<file path="config.mk">
export PLATFORM = sky130hd
export DESIGN_NAME = pixel_window_2x2
export DESIGN_NICKNAME = d
export VERILOG_FILES = /design/src/rtl/pw_pkg.sv /design/src/rtl/pw_line_ring.sv /design/src/rtl/pw_ctrl.sv /design/src/rtl/pw_datapath.sv /design/src/rtl/pixel_window_2x2.sv
export SDC_FILE = /design/constraint.sdc
export NUM_CORES = 2
export LEC_CHECK = 0
export BUFFER_PORTS_ARGS = -buffer_cell sky130_fd_sc_hd__clkbuf_2
export CAP_MARGIN = 0
export CORE_MARGIN = 3
export CORE_UTILIZATION = 50
export DETAILED_ROUTE_END_ITERATION = 8
export GPL_ROUTABILITY_DRIVEN = 0
export PLACE_DENSITY = 0.7
export SETUP_SLACK_MARGIN = 0.1
export SYNTH_ARGS = -nofsm -noshare
export SYNTH_HDL_FRONTEND = slang
export SYNTH_SLANG_ARGS = --single-unit
</file>
<file path="constraint.sdc">
create_clock -name clk -period 16.07 [get_ports clk]
set_input_delay 4.821 -clock clk [delete_from_list [all_inputs] [get_ports clk]]
set_output_delay 4.821 -clock clk [all_outputs]
set_load 0.01 [all_outputs]
</file>
<file path="src/rtl/pw_pkg.sv">
package pw_pkg;

  // Strobes passed from control to datapath each cycle.
  typedef struct packed {
    logic adv;      // shift the whole delay line by one pixel
    logic restart;  // accepted pixel opens a frame: rewind the ring
  } pwStrobe_t;

endpackage

</file>
<file path="src/rtl/pw_line_ring.sv">
module pw_line_ring #(
  parameter int W     = 8,
  parameter int DEPTH = 317
) (
  input  logic         clk,
  input  logic         rstN,
  input  logic         adv,
  input  logic         restart,
  input  logic [W-1:0] wrData,
  output logic [W-1:0] rdData
);
  localparam int ADDR_W = (DEPTH > 1) ? $clog2(DEPTH) : 1;
  localparam logic [ADDR_W-1:0] LAST = ADDR_W'(DEPTH - 1);

  logic [W-1:0]      mem [DEPTH];
  logic [ADDR_W-1:0] ptr;
  logic [ADDR_W-1:0] addr;

  assign addr = restart ? '0 : ptr;

  // Read and write share one pointer, so slot contents age by DEPTH beats.
  always_ff @(posedge clk) begin
    if (adv) mem[addr] <= wrData;
  end

  always_ff @(posedge clk or negedge rstN) begin
    if (!rstN) begin
      ptr    <= '0;
      rdData <= '0;
    end else if (adv) begin
      rdData <= mem[addr];
      ptr    <= (addr == LAST) ? '0 : addr + 1'b1;
    end
  end

  // pointer always addresses a real slot
  p_ptr_in_range_r4: assert property (@(posedge clk) disable iff (!rstN)
    ptr <= LAST);

  // ring is frozen when the stream pauses
  p_ring_hold_r8: assert property (@(posedge clk) disable iff (!rstN)
    !adv |=> $stable(ptr) && $stable(rdData));

endmodule

</file>
<file path="src/rtl/pw_ctrl.sv">
module pw_ctrl
  import pw_pkg::*;
#(
  parameter int LINE_LEN  = 320,
  parameter int NUM_LINES = 240,
  parameter int COL_W     = 9,
  parameter int LINE_W    = 8
) (
  input  logic              clk,
  input  logic              rstN,
  input  logic              validIn,
  input  logic              sofIn,
  output pwStrobe_t         strobe,
  output logic              winValid,
  output logic [COL_W-1:0]  colOut,
  output logic [LINE_W-1:0] lineOut
);
  localparam logic [COL_W-1:0]  LAST_COL  = COL_W'(LINE_LEN - 1);
  localparam logic [LINE_W-1:0] LAST_LINE = LINE_W'(NUM_LINES - 1);

  // Position the next accepted pixel will take.
  logic [COL_W-1:0]  colCnt;
  logic [LINE_W-1:0] lineCnt;
  logic [COL_W-1:0]  pixCol;
  logic [LINE_W-1:0] pixLine;

  always_comb begin
    pixCol         = sofIn ? '0 : colCnt;
    pixLine        = sofIn ? '0 : lineCnt;
    strobe.adv     = validIn;
    strobe.restart = validIn && sofIn;
  end

  always_ff @(posedge clk or negedge rstN) begin
    if (!rstN) begin
      colCnt   <= '0;
      lineCnt  <= '0;
      colOut   <= '0;
      lineOut  <= '0;
      winValid <= 1'b0;
    end else begin
      winValid <= validIn && (pixCol != '0) && (pixLine != '0);
      if (validIn) begin
        colOut  <= pixCol;
        lineOut <= pixLine;
        if (pixCol == LAST_COL) begin
          colCnt  <= '0;
          lineCnt <= (pixLine == LAST_LINE) ? '0 : pixLine + 1'b1;
        end else begin
          colCnt  <= pixCol + 1'b1;
          lineCnt <= pixLine;
        end
      end
    end
  end

  // counters stay inside the image
  p_col_range_r9: assert property (@(posedge clk) disable iff (!rstN)
    colCnt <= LAST_COL && lineCnt <= LAST_LINE);

  // an idle cycle never yields a window
  p_idle_no_window_r7: assert property (@(posedge clk) disable iff (!rstN)
    !validIn |=> !winValid);

  // position outputs hold through a stall
  p_pos_hold_r8: assert property (@(posedge clk) disable iff (!rstN)
    !validIn |=> $stable(colOut) && $stable(lineOut));

  // an accepted frame start lands at the origin
  p_sof_origin_r10: assert property (@(posedge clk) disable iff (!rstN)
    validIn && sofIn |=> colOut == '0 && lineOut == '0 && !winValid);

endmodule

</file>
<file path="src/rtl/pw_datapath.sv">
module pw_datapath
  import pw_pkg::*;
#(
  parameter int PIX_W    = 8,
  parameter int LINE_LEN = 320
) (
  input  logic             clk,
  input  logic             rstN,
  input  pwStrobe_t        strobe,
  input  logic [PIX_W-1:0] pixIn,
  output logic [PIX_W-1:0] tapCur,
  output logic [PIX_W-1:0] tapLeft,
  output logic [PIX_W-1:0] tapUp,
  output logic [PIX_W-1:0] tapUpLeft
);
  // Two entry stages + ring + its read register + two exit stages = one line.
  localparam int RING_DEPTH = LINE_LEN - 3;

  logic [PIX_W-1:0] ringOut;

  pw_line_ring #(
    .W     (PIX_W),
    .DEPTH (RING_DEPTH)
  ) u_ring (
    .clk     (clk),
    .rstN    (rstN),
    .adv     (strobe.adv),
    .restart (strobe.restart),
    .wrData  (tapLeft),
    .rdData  (ringOut)
  );

  always_ff @(posedge clk or negedge rstN) begin
    if (!rstN) begin
      tapCur    <= '0;
      tapLeft   <= '0;
      tapUp     <= '0;
      tapUpLeft <= '0;
    end else if (strobe.adv) begin
      tapCur    <= pixIn;
      tapLeft   <= tapCur;
      tapUp     <= ringOut;
      tapUpLeft <= tapUp;
    end
  end

  // left tap is the previous newest pixel
  p_left_shift_r3: assert property (@(posedge clk) disable iff (!rstN)
    strobe.adv |=> tapLeft == $past(tapCur));

  // upper-left tap trails the upper tap by one beat
  p_upleft_shift_r4: assert property (@(posedge clk) disable iff (!rstN)
    strobe.adv |=> tapUpLeft == $past(tapUp));

  // taps frozen while stalled
  p_taps_hold_r8: assert property (@(posedge clk) disable iff (!rstN)
    !strobe.adv |=> $stable(tapCur) && $stable(tapLeft)
                    && $stable(tapUp) && $stable(tapUpLeft));

endmodule

</file>
<file path="src/rtl/pixel_window_2x2.sv">
module pixel_window_2x2
  import pw_pkg::*;
#(
  parameter int PIX_W     = 8,
  parameter int LINE_LEN  = 320,
  parameter int NUM_LINES = 240,
  localparam int COL_W    = $clog2(LINE_LEN),
  localparam int LINE_W   = $clog2(NUM_LINES)
) (
  input  logic              clk,
  input  logic              rstN,
  input  logic              validIn,
  input  logic              sofIn,
  input  logic [PIX_W-1:0]  pixIn,
  output logic [PIX_W-1:0]  tapCur,
  output logic [PIX_W-1:0]  tapLeft,
  output logic [PIX_W-1:0]  tapUp,
  output logic [PIX_W-1:0]  tapUpLeft,
  output logic              winValid,
  output logic [COL_W-1:0]  colOut,
  output logic [LINE_W-1:0] lineOut
);
  pwStrobe_t strobe;

  pw_ctrl #(
    .LINE_LEN  (LINE_LEN),
    .NUM_LINES (NUM_LINES),
    .COL_W     (COL_W),
    .LINE_W    (LINE_W)
  ) u_ctrl (
    .clk      (clk),
    .rstN     (rstN),
    .validIn  (validIn),
    .sofIn    (sofIn),
    .strobe   (strobe),
    .winValid (winValid),
    .colOut   (colOut),
    .lineOut  (lineOut)
  );

  pw_datapath #(
    .PIX_W    (PIX_W),
    .LINE_LEN (LINE_LEN)
  ) u_dp (
    .clk       (clk),
    .rstN      (rstN),
    .strobe    (strobe),
    .pixIn     (pixIn),
    .tapCur    (tapCur),
    .tapLeft   (tapLeft),
    .tapUp     (tapUp),
    .tapUpLeft (tapUpLeft)
  );

  // a valid window never sits on the left column or top line
  p_window_inside_r6: assert property (@(posedge clk) disable iff (!rstN)
    winValid |-> colOut != '0 && lineOut != '0);

endmodule

</file>
# After elaboration in Yosys (flattened, before gate mapping)
# Memories as Yosys holds them, arrays and structs flattened. A register that Yosys moved wholly into a read port is not among the register bits.
# Cells that the tools add are included.
[classes]
n_reduce_logical = 6
mux = 9
n_eq_ne = 3
add_sub_neg = 3
[ops]
columns = ["op", "n"]
rows = [
  ["9-bit two-way mux", 4],
  ["8-bit two-way mux", 3],
  ["9-bit by 1-bit adder with 9-bit output (second input constant)", 2],
  ["9-bit equality test (second input constant)", 2],
  ["9-bit nonzero test", 1],
  ["8-bit by 1-bit adder with 8-bit output (second input constant)", 1],
  ["8-bit equality test (second input constant)", 1],
  ["8-bit nonzero test", 1],
  ["1-bit logical AND", 3],
  ["1-bit two-way mux", 2],
  ["1-bit logical NOT", 1],
]
[word_totals]
inputBits = 12
mem_bits_rw = 2536
register_bits = 76
mem_count = 1
word_cells = 32
[mem_list]
columns = ["memory", "words", "width", "rd", "rd_clocked_by_memory_dff", "wr", "line", "rtl"]
rows = [
  ["u_dp.u_ring.mem", 317, 8, 1, 1, 1, "pw_line_ring.sv:15", "logic [W-1:0] mem [DEPTH];"],
]

# Depth between registers and ports, before layout
[depth]
depth_word = 4
depth_mapped = 14
ltp_nobuf = 12

# By module
# Synthesis repeated with hierarchy kept, for this count alone.
[unflattened]
cells_unflattened = 7326
hier_area_um2 = 105362.3
[modules_own_cells]
columns = ["mod", "cells_per_inst", "instances", "seq_area_each_um2", "area_each_um2"]
rows = [
  ["pw_line_ring", 7060, 1, 76578.4, 102115.4],
  ["pw_ctrl", 198, 1, 875.8, 1901.8],
  ["pw_datapath", 68, 1, 800.8, 1345.0],
]

# Worst setup path after synthesis
# No wires, ideal clock.
[synth_path]
kind = "register -> output"
from = "register u_dp.tapLeft[0]"
to = "output tapLeft[0]"
arrival_time_ns = 3.927
n_path_buf = 0
setup_slack_ns = 7.322
path_stages_with_launch = 1
t_required_ns = 11.249
path_cell_list = "dfrtp_1"
[synth_lines]
columns = ["item", "line", "rtl"]
rows = [
  ["start, declared", "pw_datapath.sv:12", "output logic [PIX_W-1:0] tapLeft,"],
  ["start signal, assigned", "pw_datapath.sv:41", "tapLeft <= tapCur;"],
  ["end, declared", "pixel_window_2x2.sv:16", "output logic [PIX_W-1:0] tapLeft,"],
]
# No word-level cell between the ends.

# Worst setup path in the final report
[layout_path]
from = "input validIn"
to = "register u_dp.u_ring.rdData[3], read port of u_dp.u_ring.mem"
[layout_via]
elab_chain_cells = 2
[layout_rtl]
columns = ["item", "line", "rtl"]
rows = [
  ["start, declared", "pixel_window_2x2.sv:12", "input logic validIn,"],
  ["1-bit logical AND", "pw_ctrl.sv:31", "strobe.restart = validIn && sofIn;"],
  ["9-bit two-way mux", "pw_line_ring.sv:19", "assign addr = restart ? '0 : ptr;"],
  ["end, declared", "pw_line_ring.sv:10", "output logic [W-1:0] rdData"],
]
# Several ways; a longest one is shown, not always the timed one.
# A chain may end at the register's enable or synchronous reset.

==> impl_metrics.json <==
{
  "finalHoldViolations": 0,
  "r2r.worst_path.cells": 11,
  "number_of_antenna_violations_at_the_first_check_in_global_routing": 6,
  "post_synth_most_frequent_cells": "sky130_fd_sc_hd__edfxtp_1, sky130_fd_sc_hd__nand2_1, sky130_fd_sc_hd__a211oi_1",
  "worst_hold_slack_after_final_layout_ns": 0.497,
  "multi_input_area_sq_um": 24200,
  "synth_cells": 7290,
  "mapped_cell_area_sq_um": 105000,
  "worstHoldPathCells": 2,
  "dieWidth_um": 464,
  "place.port_buffers": 61,
  "detailedRoute.firstIterationViolations": 9550,
  "antenna_violating_nets_post_route": 0,
  "filler_cell_count": 16200,
  "yosys.area_share.simple": 0.0967,
  "postSynthNetCount": 7310,
  "synth_edf_count": 2536,
  "ys_top_cells_by_area": "sky130_fd_sc_hd__edfxtp_1, sky130_fd_sc_hd__nand2_1, sky130_fd_sc_hd__a211oi_1",
  "min_path_type": "reg -> reg",
  "maxSlewHeadroom": 0.0456,
  "clock_sinks": 2620,
  "seq_area_sq_um": 78300,
  "detail_route.wl_per_cell_um": 28.6,
  "yosys.area_share.xor_xnor": 0.000334,
  "start_kind": "primary input",
  "timing.critical_path.to_type": "flop",
  "synth.ff_latch_count": 2620,
  "drc_errors": 0,
  "share_of_cells_above_drive_strength_1": 0.0991,
  "max-vdd-ir-drop_uv": 135,
  "clkLatencyLatePin_ns": 0.93,
  "syn_to_final_growth_pct": 10.4,
  "synth-async-reset-ratio": 0.0321,
  "timing_worst_slew_pin_value_ns": 1.42,
  "power_density_nw_per_um2": 139,
  "cts_setup_buffers": 0,
  "boundaryPins": 62,
  "synth_sequential_area_ratio": 0.746,
  "first_global_vias": 62300,
  "power.leakage_nw": 37.1,
  "die_h_um": 464,
  "clock_path_buffers": 4,
  "crit_required_ns": 16.89,
  "post_detail_place_hpwl_mm": 163,
  "finalWirelength_mm": 291,
  "floorplan.initialDensity": 0.505,
  "clk_pin_slew_worst_paths_ns": 0.06,
  "yosys_warnings": 0,
  "grt_start_max_net_pins": 172,
  "totalPowerFinal_mw": 16.0,
  "timing_worst_setup_path_type": "in -> reg",
  "core_area_sq_um": 208000,
  "post_cts_repair_resize_count": 0,
  "maxClockFrequency_mhz": 107,
  "synth_top_area_frac": 0.726,
  "std_cell_rows": 167,
  "final_nets": 7222,
  "tritoncts_clock_tree": "yes",
  "yosysTopAreaCell": "sky130_fd_sc_hd__edfxtp_1",
  "synth_flop_cell": "sky130_fd_sc_hd__edfxtp_1",
  "final.min_clock_period_ns": 9.34,
  "setup-violations-final": 0,
  "maxCapViolations": 0,
  "yosys.cell_types.count": 68,
  "synth-adder-area-share": 0.000955,
  "outcome": "finished clean",
  "grt_pass1_wl_mm": 426,
  "report.final.slew_viol_count": 0,
  "rsz0062_at_grt": "no",
  "drt-pass1-iter-count": 7,
  "cts.htree.levels": 5,
  "cp_data_arrival_time_ns": 10.16,
  "synth.avg_cell_area_sq_um": 14.4,
  "floorplan.die_area_sq_um": 215000,
  "groute.usage.overall": 0.263,
  "post_drt_via_cell_ratio": 6.41,
  "finClkSkew_ns": 0.0599,
  "final.period_utilization": 0.581,
  "dr_total_vias": 65300,
  "main_combinational_cell_family_by_area_after_synthesis": "compound AO/OA/AOI/OAI gates",
  "compound_gate_fraction_of_synth_area": 0.0977,
  "synth_mux_area_frac": 0.0331,
  "synth_most_common_cell": "sky130_fd_sc_hd__edfxtp_1",
  "cts-hold-fix-buffers": 0,
  "finalSetupTns_ns": 0,
  "grt_overflow_total": 0,
  "cts_inserted_buffers": 276,
  "cts-root-buf": "sky130_fd_sc_hd__clkbuf_16",
  "critical_path_peak_fanout": 69
}
## per-stage QoR
stage                      util  cell area [sq um]  cells  setup slack (ns)
after floorplan               -             105000   7290              7.32
after global placement    0.518             107000   9712              6.04
after detailed placement  0.518             107000   9712              6.06
after CTS                 0.557             116000  10200              7.03
after global routing      0.557             116000  10200              6.55
final                     0.557             116000  10200              6.73
## flip-flops by register name, summed over array words and instances, names as in the netlist
name / flops
u_dp.u_ring.mem: 2536
u_ctrl.colCnt: 9
u_ctrl.colOut: 9
u_dp.u_ring.ptr: 9
u_ctrl.lineCnt: 8
u_ctrl.lineOut: 8
u_dp.tapCur: 8
u_dp.tapLeft: 8
u_dp.tapUpLeft: 8
u_dp.tapUp: 8
u_dp.u_ring.rdData: 8
u_ctrl.winValid: 1
## critical path: stages
cell and delay, ns:
sky130_fd_sc_hd__buf_4 0.36, sky130_fd_sc_hd__buf_4 0.44, sky130_fd_sc_hd__and2_1 0.24, sky130_fd_sc_hd__buf_4 0.18, sky130_fd_sc_hd__nor2_4 0.68, sky130_fd_sc_hd__buf_4 0.44, sky130_fd_sc_hd__buf_4 0.50, sky130_fd_sc_hd__a311oi_1 0.09
sky130_fd_sc_hd__nor4_1 0.56, sky130_fd_sc_hd__o22ai_1 0.24, sky130_fd_sc_hd__nor4_1 1.12, sky130_fd_sc_hd__nor4_1 0.13, sky130_fd_sc_hd__o22a_1 0.24
## routing by layer
metal,part of all wire,global-route usage
met1,0.38,0.369
met2,0.46,0.401
met3,0.11,0.0595
met4,0.045,0.109
met5,0,0
## layout make-up
| class | instances | area share |
|---|---|---|
| Sequential cell | 2620 | 0.676 |
| Antenna cell | 6 | 0.000130 |
| Clock buffer | 349 | 0.0639 |
| Clock inverter | 111 | 0.00749 |
| Multi-Input combinational cell | 4103 | 0.209 |
| Inverter | 15 | 0.000681 |
| Tap cell | 2788 | 0.0301 |
| Timing Repair Buffer | 186 | 0.0126 |
## power by group
part / internal (mW) / leakage [nW] / switching (mW)
Combinational: 0.537 / 9.15 / 1.68
Clock: 3.46 / 4.04 / 2.52
Sequential: 7.76 / 23.9 / 0.0982
Total: 11.8 / 37.1 / 4.29
## final timing paths
path                                                      from                           endpoint  slack (ns)
worst max-delay path                                   validIn  u_dp.u_ring.rdData[3]$_DFFE_PN0P_        6.73
worst min-delay path              u_ctrl.colOut[6]$_DFFE_PN0P_       u_ctrl.colOut[6]$_DFFE_PN0P_        0.50
worst max register to register  u_dp.u_ring.ptr[0]$_DFFE_PN0P_  u_dp.u_ring.rdData[0]$_DFFE_PN0P_        9.77
worst min register to register    u_ctrl.colOut[6]$_DFFE_PN0P_       u_ctrl.colOut[6]$_DFFE_PN0P_        0.50
max in group asynchronous                                 rstN        u_dp.tapLeft[2]$_DFFE_PN0P_       11.05
min in group asynchronous                                 rstN      u_ctrl.lineCnt[2]$_DFFE_PN0P_        3.78
## kinds of logic (layout without fill, tap and decap cells)
family          after synthesis  in the layout
flops                      2620           2620
simple gates               2297           2297
compound gates             1465           1465
buf+inv                     567            661
mux                         329            329
fa+ha+maj                     8              8
xor+xnor                      4              4
other cells                   0              6
## cell usage in the layout, fill, tap and decap left out, types with 52 or more instances in the layout
cell type,n
sky130_fd_sc_hd__clkbuf_1,62
sky130_fd_sc_hd__mux2_2,141
sky130_fd_sc_hd__nor2_1,340
sky130_fd_sc_hd__nor2b_1,83
sky130_fd_sc_hd__and2_1,289
sky130_fd_sc_hd__clkbuf_2,59
sky130_fd_sc_hd__edfxtp_1,2536
sky130_fd_sc_hd__a31oi_1,162
sky130_fd_sc_hd__a21oi_1,266
sky130_fd_sc_hd__a211oi_1,413
sky130_fd_sc_hd__o21ai_0,132
sky130_fd_sc_hd__clkbuf_16,285
sky130_fd_sc_hd__buf_4,110
sky130_fd_sc_hd__nand3_1,159
sky130_fd_sc_hd__nor4_1,92
sky130_fd_sc_hd__dfrtp_1,75
sky130_fd_sc_hd__nand2_1,1271
sky130_fd_sc_hd__mux2i_1,188
sky130_fd_sc_hd__a311oi_1,270
sky130_fd_sc_hd__clkinv_1,52
No activity file was read; power rests on OpenSTA's default activity.
